**src/rtl/eaop_pkg.sv**
```systemverilog
package eaop_pkg;

  localparam int unsigned EA_NREG  = 8;
  localparam int unsigned RIDX_W   = $clog2(EA_NREG);
  localparam int unsigned OPD_W    = 32;
  localparam int unsigned BYTE_W   = 8;
  localparam int unsigned MAXB     = OPD_W / BYTE_W;
  localparam int unsigned CNT_W    = $clog2(MAXB) + 1;
  localparam int unsigned SP_INDEX = EA_NREG - 1;

  typedef enum logic [2:0] {
    EA_DREG     = 3'd0,
    EA_AREG     = 3'd1,
    EA_IND      = 3'd2,
    EA_POSTINC  = 3'd3,
    EA_PREDEC   = 3'd4,
    EA_IDX_AREG = 3'd5,
    EA_IDX_PC   = 3'd6,
    EA_IMM      = 3'd7
  } ea_mode_e;

  typedef enum logic [1:0] {
    SZ_BYTE = 2'd0,
    SZ_WORD = 2'd1,
    SZ_LONG = 2'd2,
    SZ_RSVD = 2'd3
  } op_size_e;

  typedef struct packed {
    ea_mode_e          mode;
    op_size_e          size;
    logic [RIDX_W-1:0] rn;
    logic              x_is_a;
    logic [RIDX_W-1:0] xn;
    logic              x_long;
    logic [1:0]        scale;
    logic              base_off;
    logic              index_off;
  } ea_desc_t;

  // number of bytes an operand of this size occupies in memory
  function automatic logic [CNT_W-1:0] size_bytes(input op_size_e sz);
    case (sz)
      SZ_BYTE: size_bytes = CNT_W'(1);
      SZ_WORD: size_bytes = CNT_W'(2);
      default: size_bytes = CNT_W'(MAXB);
    endcase
  endfunction

  // keep only the bits that belong to the operation size
  function automatic logic [OPD_W-1:0] fit_size(input logic [OPD_W-1:0] v,
                                                input op_size_e sz);
    case (sz)
      SZ_BYTE: fit_size = {{(OPD_W-8){1'b0}}, v[7:0]};
      SZ_WORD: fit_size = {{(OPD_W-16){1'b0}}, v[15:0]};
      default: fit_size = v;
    endcase
  endfunction

endpackage

```
**src/rtl/eaop_addr_gen.sv**
```systemverilog
module eaop_addr_gen
  import eaop_pkg::*;
#(
  parameter int unsigned AW = 32
) (
  input  ea_desc_t       desc,
  input  logic [AW-1:0]  an_val,
  input  logic [AW-1:0]  ix_val,
  input  logic [AW-1:0]  pc_base,
  input  logic [AW-1:0]  disp,
  output logic [AW-1:0]  ea,
  output logic [AW-1:0]  an_next,
  output logic           is_mem
);

  logic [CNT_W-1:0] step;
  logic [AW-1:0]    step_w;
  logic [AW-1:0]    ix_ext;
  logic [AW-1:0]    ix_term;
  logic [AW-1:0]    base_term;
  logic [AW-1:0]    an_dec;
  logic             sp_byte;

  // byte steps on the stack register keep it word aligned
  always_comb begin
    sp_byte = (desc.size == SZ_BYTE) && (desc.rn == RIDX_W'(SP_INDEX));
    step    = sp_byte ? CNT_W'(2) : size_bytes(desc.size);
    step_w  = {{(AW-CNT_W){1'b0}}, step};
    an_dec  = an_val - step_w;
  end

  always_comb begin
    if (desc.x_long) ix_ext = ix_val;
    else             ix_ext = {{(AW-16){ix_val[15]}}, ix_val[15:0]};
    ix_term = desc.index_off ? '0 : (ix_ext << desc.scale);
    if (desc.base_off)                  base_term = '0;
    else if (desc.mode == EA_IDX_PC)    base_term = pc_base;
    else                                base_term = an_val;
  end

  always_comb begin
    is_mem  = 1'b1;
    an_next = an_val;
    ea      = an_val;
    case (desc.mode)
      EA_DREG, EA_AREG, EA_IMM: is_mem = 1'b0;
      EA_IND:      ea = an_val;
      EA_POSTINC: begin
        ea      = an_val;
        an_next = an_val + step_w;
      end
      EA_PREDEC: begin
        ea      = an_dec;
        an_next = an_dec;
      end
      default:     ea = base_term + ix_term + disp;
    endcase
  end

endmodule

```
**src/rtl/eaop_direct_path.sv**
```systemverilog
module eaop_direct_path
  import eaop_pkg::*;
(
  input  ea_desc_t          desc,
  input  logic [OPD_W-1:0]  d_val,
  input  logic [OPD_W-1:0]  a_val,
  input  logic [OPD_W-1:0]  imm_val,
  output logic [OPD_W-1:0]  result
);

  always_comb begin
    case (desc.mode)
      EA_DREG: result = fit_size(d_val, desc.size);
      EA_AREG: result = a_val;
      EA_IMM:  result = fit_size(imm_val, desc.size);
      default: result = '0;
    endcase
  end

endmodule

```
**src/rtl/eaop_byte_fetch.sv**
```systemverilog
module eaop_byte_fetch
  import eaop_pkg::*;
#(
  parameter int unsigned AW = 32
) (
  input  logic              clk,
  input  logic              rst_n,
  input  logic              go,
  input  logic [AW-1:0]     go_addr,
  input  logic [CNT_W-1:0]  go_len,
  output logic              mem_req,
  output logic [AW-1:0]     mem_addr,
  input  logic              mem_ready,
  input  logic [BYTE_W-1:0] mem_rdata,
  input  logic              mem_err,
  output logic              fin,
  output logic              fin_err,
  output logic [OPD_W-1:0]  fin_data
);

  logic              run_q, run_d;
  logic [AW-1:0]     addr_q, addr_d;
  logic [CNT_W-1:0]  left_q, left_d;
  logic [OPD_W-1:0]  acc_q, acc_d;
  logic              accept;
  logic              upd;

  always_comb begin
    accept   = run_q & mem_ready;
    fin_data = {acc_q[OPD_W-BYTE_W-1:0], mem_rdata};
    fin      = accept & (mem_err | (left_q == CNT_W'(1)));
    fin_err  = accept & mem_err;
    upd      = go | accept;
    if (go) begin
      run_d  = 1'b1;
      addr_d = go_addr;
      left_d = go_len;
      acc_d  = '0;
    end else begin
      run_d  = run_q & ~fin;
      addr_d = addr_q + AW'(1);
      left_d = left_q - CNT_W'(1);
      acc_d  = fin_data;
    end
  end

  always_ff @(posedge clk or negedge rst_n) begin
    if (!rst_n) begin
      run_q  <= 1'b0;
      addr_q <= '0;
      left_q <= '0;
      acc_q  <= '0;
    end else if (upd) begin
      run_q  <= run_d;
      addr_q <= addr_d;
      left_q <= left_d;
      acc_q  <= acc_d;
    end
  end

  assign mem_req  = run_q;
  assign mem_addr = addr_q;

endmodule

```
**src/rtl/eaop_resolver.sv**
```systemverilog
module eaop_resolver
  import eaop_pkg::*;
#(
  parameter int unsigned AW = 32
) (
  input  logic                clk,
  input  logic                rst_n,
  input  logic                start,
  input  logic [2:0]          mode,
  input  logic [1:0]          size,
  input  logic [RIDX_W-1:0]   rn,
  input  logic                x_is_a,
  input  logic [RIDX_W-1:0]   xn,
  input  logic                x_long,
  input  logic [1:0]          scale,
  input  logic                base_off,
  input  logic                index_off,
  input  logic [OPD_W-1:0]    imm,
  input  logic [AW-1:0]       disp,
  input  logic [AW-1:0]       pc_val,
  output logic                busy,
  output logic [RIDX_W-1:0]   rf_d_sel,
  input  logic [OPD_W-1:0]    rf_d_val,
  output logic [RIDX_W-1:0]   rf_a_sel,
  input  logic [AW-1:0]       rf_a_val,
  output logic [RIDX_W:0]     rf_x_sel,
  input  logic [OPD_W-1:0]    rf_x_val,
  output logic                mem_req,
  output logic [AW-1:0]       mem_addr,
  input  logic                mem_ready,
  input  logic [BYTE_W-1:0]   mem_rdata,
  input  logic                mem_err,
  output logic                done,
  output logic [OPD_W-1:0]    value,
  output logic                fault,
  output logic                wb_en,
  output logic [RIDX_W-1:0]   wb_areg,
  output logic [AW-1:0]       wb_val
);

  typedef enum logic [1:0] {ST_IDLE, ST_CALC, ST_FETCH, ST_DONE} ctl_state_e;

  // reset release synchronizer
  logic [1:0] rst_sync_q;
  logic       rst_int_n;

  always_ff @(posedge clk or negedge rst_n) begin
    if (!rst_n) rst_sync_q <= 2'b00;
    else        rst_sync_q <= {rst_sync_q[0], 1'b1};
  end
  assign rst_int_n = rst_sync_q[1];

  ctl_state_e        state_q, state_d;
  ea_desc_t          desc_q, desc_d;
  logic [OPD_W-1:0]  imm_q;
  logic [AW-1:0]     disp_q, pc_q;
  logic [OPD_W-1:0]  val_q, val_d;
  logic              fault_q, fault_d;
  logic              wbp_q, wbp_d;
  logic [AW-1:0]     wbv_q;
  logic              ld_desc, ld_calc, ld_res, fetch_go;

  logic [AW-1:0]     ea, an_next;
  logic              is_mem;
  logic [OPD_W-1:0]  direct_val;
  logic              fetch_fin, fetch_err;
  logic [OPD_W-1:0]  fetch_data;

  always_comb begin
    desc_d.mode      = ea_mode_e'(mode);
    desc_d.size      = op_size_e'(size);
    desc_d.rn        = rn;
    desc_d.x_is_a    = x_is_a;
    desc_d.xn        = xn;
    desc_d.x_long    = x_long;
    desc_d.scale     = scale;
    desc_d.base_off  = base_off;
    desc_d.index_off = index_off;
  end

  assign rf_d_sel = desc_q.rn;
  assign rf_a_sel = desc_q.rn;
  assign rf_x_sel = {desc_q.x_is_a, desc_q.xn};

  eaop_addr_gen #(.AW(AW)) u_addr (
    .desc    (desc_q),
    .an_val  (rf_a_val),
    .ix_val  (rf_x_val),
    .pc_base (pc_q),
    .disp    (disp_q),
    .ea      (ea),
    .an_next (an_next),
    .is_mem  (is_mem)
  );

  eaop_direct_path u_direct (
    .desc    (desc_q),
    .d_val   (rf_d_val),
    .a_val   (rf_a_val),
    .imm_val (imm_q),
    .result  (direct_val)
  );

  eaop_byte_fetch #(.AW(AW)) u_fetch (
    .clk       (clk),
    .rst_n     (rst_int_n),
    .go        (fetch_go),
    .go_addr   (ea),
    .go_len    (size_bytes(desc_q.size)),
    .mem_req   (mem_req),
    .mem_addr  (mem_addr),
    .mem_ready (mem_ready),
    .mem_rdata (mem_rdata),
    .mem_err   (mem_err),
    .fin       (fetch_fin),
    .fin_err   (fetch_err),
    .fin_data  (fetch_data)
  );

  // next-state logic
  always_comb begin
    state_d  = state_q;
    ld_desc  = 1'b0;
    ld_calc  = 1'b0;
    ld_res   = 1'b0;
    fetch_go = 1'b0;
    case (state_q)
      ST_IDLE: if (start) begin
        ld_desc = 1'b1;
        state_d = ST_CALC;
      end
      ST_CALC: begin
        ld_calc = 1'b1;
        if (is_mem) begin
          fetch_go = 1'b1;
          state_d  = ST_FETCH;
        end else begin
          ld_res  = 1'b1;
          state_d = ST_DONE;
        end
      end
      ST_FETCH: if (fetch_fin) begin
        ld_res  = 1'b1;
        state_d = ST_DONE;
      end
      default: state_d = ST_IDLE;
    endcase
    val_d   = (state_q == ST_FETCH) ? fetch_data : direct_val;
    fault_d = (state_q == ST_FETCH) & fetch_err;
    wbp_d   = (desc_q.mode == EA_POSTINC) || (desc_q.mode == EA_PREDEC);
  end

  // registers
  always_ff @(posedge clk or negedge rst_int_n) begin
    if (!rst_int_n) state_q <= ST_IDLE;
    else            state_q <= state_d;
  end

  always_ff @(posedge clk or negedge rst_int_n) begin
    if (!rst_int_n) begin
      desc_q <= '0;
      imm_q  <= '0;
      disp_q <= '0;
      pc_q   <= '0;
    end else if (ld_desc) begin
      desc_q <= desc_d;
      imm_q  <= imm;
      disp_q <= disp;
      pc_q   <= pc_val;
    end
  end

  always_ff @(posedge clk or negedge rst_int_n) begin
    if (!rst_int_n) begin
      wbp_q <= 1'b0;
      wbv_q <= '0;
    end else if (ld_calc) begin
      wbp_q <= wbp_d;
      wbv_q <= an_next;
    end
  end

  always_ff @(posedge clk or negedge rst_int_n) begin
    if (!rst_int_n) begin
      val_q   <= '0;
      fault_q <= 1'b0;
    end else if (ld_res) begin
      val_q   <= val_d;
      fault_q <= fault_d;
    end
  end

  assign busy    = (state_q != ST_IDLE);
  assign done    = (state_q == ST_DONE);
  assign value   = val_q;
  assign fault   = done & fault_q;
  assign wb_en   = done & wbp_q & ~fault_q;
  assign wb_areg = desc_q.rn;
  assign wb_val  = wbv_q;

endmodule

```
**config.mk**
```make
export PLATFORM = sky130hd
export DESIGN_NAME = eaop_resolver
export DESIGN_NICKNAME = d
export VERILOG_FILES = /design/src/rtl/eaop_pkg.sv /design/src/rtl/eaop_addr_gen.sv /design/src/rtl/eaop_direct_path.sv /design/src/rtl/eaop_byte_fetch.sv /design/src/rtl/eaop_resolver.sv
export SDC_FILE = /design/constraint.sdc
export NUM_CORES = 1
export LEC_CHECK = 0
export ABC_AREA = 1
export BUFFER_PORTS_ARGS = -buffer_cell sky130_fd_sc_hd__buf_2
export CAP_MARGIN = 20
export CORE_MARGIN = 8
export CORE_UTILIZATION = 37
export DETAILED_ROUTE_END_ITERATION = 10
export GPL_TIMING_DRIVEN = 0
export SYNTH_ARGS = -nofsm -noshare
export SYNTH_HDL_FRONTEND = slang
export SYNTH_SLANG_ARGS = --single-unit
```
**constraint.sdc**
```tcl
create_clock -name clk -period 9.6 [get_ports clk]
set_input_delay 1.44 -clock clk [delete_from_list [all_inputs] [get_ports clk]]
set_output_delay 1.44 -clock clk [all_outputs]
set_load 0.03 [all_outputs]
```
==> results.cfg, run 1 <==
[run_status]
status = finished, final reports clean

[placed_design]
placed_area_um2 = 20300
dp_hpwl_um = 68300
numPortBuffers = 328
placed_cells = 3383
gp_congestion = 0.983
place_ws_ns = 4.61

[logic_synthesis]
syn-num-nets = 2736
syn_avg_cell_area_um2 = 7.30
yosys.area.top_type = dfrtp_1
synth-edff-count = 0
syn_inst = 2437
ys_ff_latch = 243
ys_warn_count = 0
synth.top_cell.area_share = 0.342
synth_area_um2 = 17800
synth_area_leaders = dfrtp_1 34%, nand2_1 13%, mux2_2 6.3%
synth_ff_type = dfrtp_1
synth_seq_area_share = 0.342
yosysUniqueCellTypes = 54
async_flop_share = 1.00

[critical_path]
worst-path-buf-inv = 4
arrival_ns = 4.97
crit_family = simple AND/OR/NAND/NOR gates
cpPeakStageDelay_ns = 0.45
end_kind = flop
critPathMostFrequentCell = nand2_1
path_cells = buf_2 > nand2_1 > inv_1 > clkbuf_1 > a21oi_1 > nand2_1 > nand2_1 > o22ai_1 > fa_1 > ha_1 > nand2_1 > nor2_1 > inv_1 > nor2_1 > nand4_1 > nand3_1 > nand2_1 > nand3_1 > nand3_1 > nand2_1 > nand2_1
crit_type = in2reg
cp_max_fo = 10
reg2reg_from = desc_q[0]$_DFFE_PN0P_
cp.required_ns = 10.05
setup.worst_path.start = rf_x_val[15]
cp_slowest_cell = fa_1
startpoint_type = primary input

[clocking]
cts_tree = done
cts.reportedPaths.clkPinSlew_ns = 0.06
htree_num_levels = 1
clk-insertion-delay-late_ns = 0.57
cts-root-buf = clkbuf_16
cts_buffer_depth = 3
cts.hold.buffers_added = 0
postCtsSetupBuffers = 0
cts_sinks = 243
cts_resized = 0
cts_buffers = 28

[grt]
busiest_layer = met2
antenna_found_initial = 12
grt_max_degree = 71
grt_pass1_wl_um = 122000
track_usage = 0.290
gr-usage-met2 = 0.448
met3_usage = 0.0610
grt_util_met1 = 0.402
grt_pass1_vias = 18900
overflow = 0

[hold_path]
min_from = rst_sync_q[0]$_DFF_PN0_
hold_path.class = reg2reg

[floorplanning]
fp-row-count = 80
start_util = 0.374
dieArea_um2 = 55300
dieWidth_um = 235
die_h_um = 235
io_pins = 336
core_area_um2 = 47500

[sta]
hold_viol_final = 0
rsz0062_at_grt = false
clock_skew_ns = 0.0199
setup_viol = 0
fmax_mhz = 222
tightestPinTransition_ns = 0.874
final_max_slew_viol_count = 0
holdWs_ns = 0.356
period_minus_slack_ns = 4.51
fin_tns_setup_ns = 0
period_share = 0.470
timing.slew.headroom = 0.417
setup_ws_ns = 5.09

[final_layout]
nets = 3097
drive_above_1_share = 0.215
fin_cells = 3438
layout_common_cells = 604 x nand2_1, 362 x buf_2, 254 x inv_1
layout_commonest_cell = nand2_1
fin_util = 0.446
fin_area_um2 = 21200
fillCellCount = 4992
syn_to_final_growth_pct = 19.4

[drt]
viasPerCell = 5.56
first_iter_violations = 1866
drcViolationCount = 0
antenna_left = 0
via_count = 19100
wl_um = 83300
wl_per_cell_um = 24.2
first_pass_iters = 6

[job]
cap_violations = 0

[pwr]
power_mw = 9.36
p_leak_nw = 10.4
power_density_nw_per_um2 = 441
peakVddDrop_mv = 0.196
==> cells in the mapped netlist (33+ instances only) <==
library cell    n
nand2_1       604
inv_1         254
dfrtp_1       243
nor2_1        197
nand3_1       173
a21oi_1       166
o21ai_0       164
mux2_2        100
clkbuf_1       56
a31oi_1        45
ha_1           43
nand4_1        35
buf_2          34
fa_1           34
o22ai_1        33
==> sequential cells by signal, indices dropped and copies added (netlist names), 3 cells and up <==
signal	count
u_fetch.mem_addr	32
desc_q	10
rf_a_sel	3
u_fetch.acc_q	24
imm_q	32
rf_x_sel	4
pc_q	32
value	32
u_fetch.left_q	3
disp_q	32
wb_val	32
==> where the power goes <==
part	total [mW]	switching, mW	internal, mW	leakage, nW
registers	1.95	0.418	1.54	2.86
clock network	1.09	0.452	0.635	0.467
logic	6.32	4.33	1.99	7.06
total	9.36	5.20	4.17	10.4
==> metal layers <==
layer  vias up  part of all wire
li1       8864                 -
met1      9146              0.45
met2       914              0.43
met3       178             0.085
met4         8             0.034
met5         -            0.0010
==> kinds of logic (layout without fill, tap and decap cells) <==
group	Yosys count	count (layout)	share of synthesized area
and+or+nand+nor	1109	1109	0.268
AOI/OAI and AO/OA	493	493	0.157
buffers and inverters	390	770	0.0884
DFF	243	243	0.342
muxes	114	114	0.0712
adders and majority gates	77	77	0.0685
xor gates and xnor gates	10	10	0.00493
other	1	7	0.000211
==> final timing paths <==
path | depth (start not counted) | slack [ns] | to
max reg2reg | 15 | 5.28 | u_fetch.mem_addr[5]$_DFFE_PN0P_
min | 0 | 0.36 | rst_sync_q[1]$_DFF_PN0_
min reg2reg | 0 | 0.36 | rst_sync_q[1]$_DFF_PN0_
max in group asynchronous | 2 | 8.04 | wb_val[20]$_DFFE_PN0N_
min in group asynchronous | 0 | 0.37 | rf_x_sel[1]$_DFFE_PN0P_
max | 21 | 5.09 | u_fetch.mem_addr[20]$_DFFE_PN0P_
==> final cells by class <==
cell class                      count  area [um^2]  share of cell area
Clock buffer                       39          843              0.0397
Clock inverter                     10         86.3             0.00407
Sequential cell                   243         6080               0.287
Antenna cell                        6         15.0            0.000707
Inverter                          273         1030              0.0484
Multi-Input combinational cell   1804        10100               0.477
Timing Repair Buffer              331         1720              0.0812
Tap cell                          615          769              0.0363
Buffer                            117          544              0.0256
==> worst register-to-register path: stages (launching register included) <==
cell and delay [ns]:
dfrtp_1 0.40, nor2_1 0.24, clkinv_1 0.32, clkbuf_1 0.32, o22ai_1 0.27, fa_1 0.48
ha_1 0.38, nand2_1 0.08, nand2_1 0.07, nor2_1 0.28, inv_1 0.15, or2_2 0.29
nand3_1 0.09, o21ai_0 0.09, o21ai_0 0.58, a21oi_1 0.14
No activity file was read; power rests on OpenSTA's default activity.
==> inputs of run 2 (changes only) <==
==> constraint.sdc (replaced) <==
create_clock -name clk -period 4.7 [get_ports clk]
set_input_delay 0.705 -clock clk [delete_from_list [all_inputs] [get_ports clk]]
set_output_delay 0.705 -clock clk [all_outputs]
set_load 0.03 [all_outputs]
==> run 2 against run 1 <==
  * Worst setup slack worse by 4.7 ns
  * Register-to-register slack got worse by 4.9 ns
  * First-iteration DRC count is 5.5% higher
  * Die area did not move
  * Flip-flop and latch count stayed put
  * Final cell count is 0.38% higher
  * Sequential power up 110%
  * Clock-buffer cell count increased by 1
==> results.cfg, run 2 (synthesis results as in run 1) <==
[final_layout]
syn_to_final_growth_pct = 20.3
fin_util = 0.450
nets = 3100
drive_above_1_share = 0.217
fin_cells = 3451
fin_area_um2 = 21400
layout_commonest_cell = nand2_1
layout_common_cells = 604 x nand2_1, 362 x buf_2, 254 x inv_1

[critical_path]
path_cells = nor2_1 > clkinv_1 > clkbuf_1 > o22ai_1 > fa_1 > ha_1 > nand2_1 > nand2_1 > nor2_1 > inv_1 > or2_2 > nand3_1 > o21ai_0 > o21ai_0 > a21oi_1
crit_type = reg2reg
end_kind = flop
startpoint_type = flop
cp_max_fo = 10
cp_slowest_cell = o21ai_0
cp.required_ns = 5.12
cpPeakStageDelay_ns = 0.52
arrival_ns = 4.70

[pwr]
power_density_nw_per_um2 = 905
peakVddDrop_mv = 0.367
p_leak_nw = 10.5

[sta]
setup_viol = 0
period_share = 0.910
final_max_slew_viol_count = 0
setup_ws_ns = 0.425
rsz0062_at_grt = false
period_minus_slack_ns = 4.28
fmax_mhz = 234
holdWs_ns = 0.337
hold_viol_final = 0
tightestPinTransition_ns = 0.866
timing.slew.headroom = 0.423
clock_skew_ns = 0.0295

[placed_design]
dp_hpwl_um = 66500
placed_cells = 3383
place_ws_ns = 0.393
placed_area_um2 = 20300
numPortBuffers = 328
gp_congestion = 0.997

[clocking]
cts_tree = done
htree_num_levels = 1
cts-root-buf = clkbuf_16
cts_buffers = 30
cts_resized = 0
clk-insertion-delay-late_ns = 0.59
cts.reportedPaths.clkPinSlew_ns = 0.07
postCtsSetupBuffers = 0
cts_sinks = 243
cts_buffer_depth = 3
cts.hold.buffers_added = 1

[drt]
antenna_left = 0
first_iter_violations = 1968
wl_um = 81600
wl_per_cell_um = 23.6
drcViolationCount = 0
viasPerCell = 5.52
first_pass_iters = 6
via_count = 19000

[floorplanning]
dieWidth_um = 235
io_pins = 336
core_area_um2 = 47500
start_util = 0.374
die_h_um = 235
fp-row-count = 80
dieArea_um2 = 55300

[job]
cap_violations = 0

[grt]
grt_pass1_vias = 18800
grt_pass1_wl_um = 121000
grt_max_degree = 71
antenna_found_initial = 16
track_usage = 0.285
overflow = 0

[run_status]
status = finished, final reports clean

[hold_path]
hold_path.class = in2reg
==> run 2: cell types whose count changed in the layout (fill, tap and decap cells not counted), sizes merged <==
cell         previous run  this run
diode                   6        12
bufinv                  1         4
clkinvlp                0         2
clkbuf                 97        98
clkinv                 14        13
dlygate4sd3             0         1
inv                   268       269
==> run 2: final timing paths <==
path,from,endpoint,slack (ns),depth (start not counted)
max reg2reg,desc_q[0]$_DFFE_PN0P_,u_fetch.mem_addr[5]$_DFFE_PN0P_,0.42,15
max,desc_q[0]$_DFFE_PN0P_,u_fetch.mem_addr[5]$_DFFE_PN0P_,0.42,15
min in group asynchronous,rst_sync_q[1]$_DFF_PN0_,imm_q[14]$_DFFE_PN0P_,0.36,0
min reg2reg,rst_sync_q[1]$_DFF_PN0_,imm_q[14]$_DFFE_PN0P_,0.36,0
min,pc_val[27],pc_q[27]$_DFFE_PN0P_,0.34,2
max in group asynchronous,rst_sync_q[1]$_DFF_PN0_,u_fetch.mem_addr[25]$_DFFE_PN0P_,3.15,2
==> run 2: layout make-up <==
class / instances / area [um^2]
Buffer: 117 / 544
Clock inverter: 15 / 191
Multi-Input combinational cell: 1804 / 10100
Fill cell: 4939 / 26100
Antenna cell: 12 / 30.0
Sequential cell: 243 / 6080
Inverter: 273 / 1030
Clock buffer: 40 / 890
Tap cell: 615 / 769
Timing Repair Buffer: 332 / 1730
==> run 2: worst max-delay path: cells and delay by family, from the launching register on <==
kind / cells / cell delay (ns)
compound gates: 4 / 1.07
fa+ha+maj: 2 / 0.87
buf+inv: 3 / 0.76
flops: 1 / 0.42
simple gates: 6 / 0.99
==> run 2: power by group <==
group	switching (mW)	internal, mW	leakage [nW]
combinational	8.76	4.07	7.06
clock	0.984	1.54	0.534
sequential	0.862	3.14	2.86
total	10.6	8.76	10.5
==> run 2: stage by stage <==
stage | setup TNS, ns | total power [mW]
after global placement | -213.49 | 16.4
after global routing | 0 | 20.8
after floorplan | 0 | 12.3
final | 0 | 19.4
after CTS | 0 | 19.1
after detailed placement | 0 | 16.5
==> run 2: routing by layer <==
layer,share of wire,track usage,wire length (um)
met1,0.45,0.394,36400
met2,0.43,0.440,35400
met3,0.088,0.0640,7200
met4,0.032,0.0840,2590
met5,0.00042,0,34
==> inputs of run 3 (changes only) <==
--- a/config.mk
+++ b/config.mk
@@ -8,6 +8,7 @@
 export ABC_AREA = 1
 export BUFFER_PORTS_ARGS = -buffer_cell sky130_fd_sc_hd__buf_2
 export CAP_MARGIN = 20
+export CORE_ASPECT_RATIO = 0.7
 export CORE_MARGIN = 8
 export CORE_UTILIZATION = 37
 export DETAILED_ROUTE_END_ITERATION = 10
==> constraint.sdc (replaced) <==
create_clock -name clk -period 4.7 [get_ports clk]
set_input_delay 0.47 -clock clk [delete_from_list [all_inputs] [get_ports clk]]
set_output_delay 0.47 -clock clk [all_outputs]
set_load 0.03 [all_outputs]
==> run 3 against run 2 <==
  * Combinational power is 5% higher
  * Non-clock buffer count is the same
  * Die area is 0.20% higher
  * Power is 1.2% higher
  * Clock skew increased by 0.00099 ns
  * Final cell count fell by 0.17%
  * Core utilization shrank 0.56 points
  * Largest power group unchanged
==> results.cfg, run 3 (synthesis results as in run 1) <==
[run_status]
status = finished, final reports clean

[clocking]
cts.reportedPaths.clkPinSlew_ns = 0.06
cts-root-buf = clkbuf_16
cts_sinks = 243
clk-insertion-delay-late_ns = 0.58
cts.hold.buffers_added = 1
postCtsSetupBuffers = 0
cts_tree = done
cts_resized = 0
htree_num_levels = 1
cts_buffers = 27
cts_buffer_depth = 3

[grt]
overflow = 0
antenna_found_initial = 5
grt_max_degree = 70
track_usage = 0.299
grt_pass1_vias = 18000
grt_pass1_wl_um = 123000

[drt]
wl_per_cell_um = 25.2
drcViolationCount = 0
wl_um = 86800
antenna_left = 0
viasPerCell = 5.60
first_pass_iters = 8
via_count = 19300
first_iter_violations = 2595

[sta]
period_minus_slack_ns = 4.51
final_max_slew_viol_count = 0
clock_skew_ns = 0.0305
fmax_mhz = 222
tightestPinTransition_ns = 0.975
timing.slew.headroom = 0.350
fin_tns_setup_ns = 0
hold_viol_final = 0
rsz0062_at_grt = false
setup_viol = 0
period_share = 0.960

[floorplanning]
dieWidth_um = 278
core_area_um2 = 47700
die_h_um = 199
fp-row-count = 67
dieArea_um2 = 55400
start_util = 0.373
io_pins = 336

[job]
cap_violations = 0

[critical_path]
crit_type = reg2reg
rrSetupSlack_ns = 0.19
cp_max_fo = 10
r2r_end = wb_val[14]$_DFFE_PN0N_
cpPeakStageDelay_ns = 0.67
startpoint_type = flop
cp_slowest_cell = nor2_1
r2r_cells = 15
cp.required_ns = 5.17
end_kind = flop
arrival_ns = 4.99
setup.worst_path.start = desc_q[12]$_DFFE_PN0P_
crit_path_end = wb_val[14]$_DFFE_PN0N_
reg2reg_from = desc_q[12]$_DFFE_PN0P_
path_cells = clkbuf_1 > nor2_1 > nand2_1 > inv_1 > ha_1 > inv_1 > fa_1 > o21ai_0 > nand2_1 > nor3_1 > nand2_1 > o21ai_0 > nand4_1 > o21ai_0 > inv_1

[placed_design]
numPortBuffers = 328
gp_congestion = 0.997
dp_hpwl_um = 71600
placed_area_um2 = 20300

[final_layout]
layout_common_cells = 604 x nand2_1, 362 x buf_2, 254 x inv_1
drive_above_1_share = 0.215
syn_to_final_growth_pct = 19.2
nets = 3097
layout_commonest_cell = nand2_1
fin_area_um2 = 21200

[pwr]
pwr-share-seq = 0.204
power_density_nw_per_um2 = 924
p_int_mw = 8.48
power_switching_mw = 11.1
pwr-share-comb = 0.685
p_sw_frac = 0.567
clkPwrFrac = 0.110
p_leak_nw = 10.4
peakVddDrop_mv = 0.434

[hold_path]
hold_path.class = in2reg
## run 3: cell count changes in the layout (fill, tap and decap cells not counted)
cell       previous run  this run
clkbuf_8              8         7
diode_2              12         5
inv_6                 1         2
bufinv_16             4         1
clkbuf_1             57        59
clkbuf_16            31        27
## run 3: area by class of cell
cell class	instances	area (um^2)
plain buffers	117	544
flip-flops and latches	243	6080
diodes	5	12.5
clock inverters	13	110
inverters	273	1030
multi-input cells	1804	10100
repair buffers	332	1730
well taps	621	777
clock buffers	37	783
fillers	4974	26500
## run 3: metal layers
metal	part of all wire	up-vias	routed length, um	global-route usage
met3	0.12	99	10400	0.0958
met2	0.39	999	34000	0.409
met5	0.00052	-	45	0
li1	-	8873	-	-
met1	0.47	9307	41100	0.458
met4	0.015	8	1270	0.0441
## run 3: worst min path at each step
stage | startpoint | endpoint | cells past startpoint
after floorplan | rst_n | rst_sync_q[0]$_DFF_PN0_ | 0
after global placement | rst_n | rst_sync_q[0]$_DFF_PN0_ | 1
after detailed placement | rst_n | rst_sync_q[0]$_DFF_PN0_ | 1
after CTS | disp[30] | disp_q[30]$_DFFE_PN0P_ | 2
after global routing | x_is_a | rf_x_sel[3]$_DFFE_PN0P_ | 2
final | rn[2] | rf_a_sel[2]$_DFFE_PN0P_ | 2
## run 3: per-stage QoR
step | hold WS (ns) | std cells | total power, mW | util | worst slack [ns]
floorplan | 0.174 | 2437 | 12.3 | - | 0.710
global placement | 0.256 | 3386 | 16.8 | 0.424 | -0.972
detailed placement | 0.260 | 3389 | 17.0 | 0.425 | 0.595
CTS | 0.108 | 3440 | 19.2 | 0.444 | 0.578
global route | 0.114 | 3440 | 21.0 | 0.444 | 0.115
finish | 0.116 | 3445 | 19.6 | 0.445 | 0.186
## run 3: worst max-delay path, delay by kind of cell (launching register included)
kind                     cells  cell delay [ns]
AO/OA/AOI/OAI                3             0.69
adder cells (fa/ha/maj)      2             0.71
buffers and inverters        4             0.69
flip-flops                   1             0.37
AND/OR/NAND/NOR              6             1.93
## run 3: power by group through the flow
stage / Sequential (mW) / Combinational [mW] / Clock (mW)
2_1_floorplan: 4.55 / 7.77 / 0
3_3_place_gp: 4.01 / 12.8 / 0
3_5_place_dp: 4.02 / 13.0 / 0
4_1_cts: 3.99 / 13.0 / 2.19
5_1_grt: 4.13 / 14.6 / 2.27
6_report: 4.00 / 13.4 / 2.16
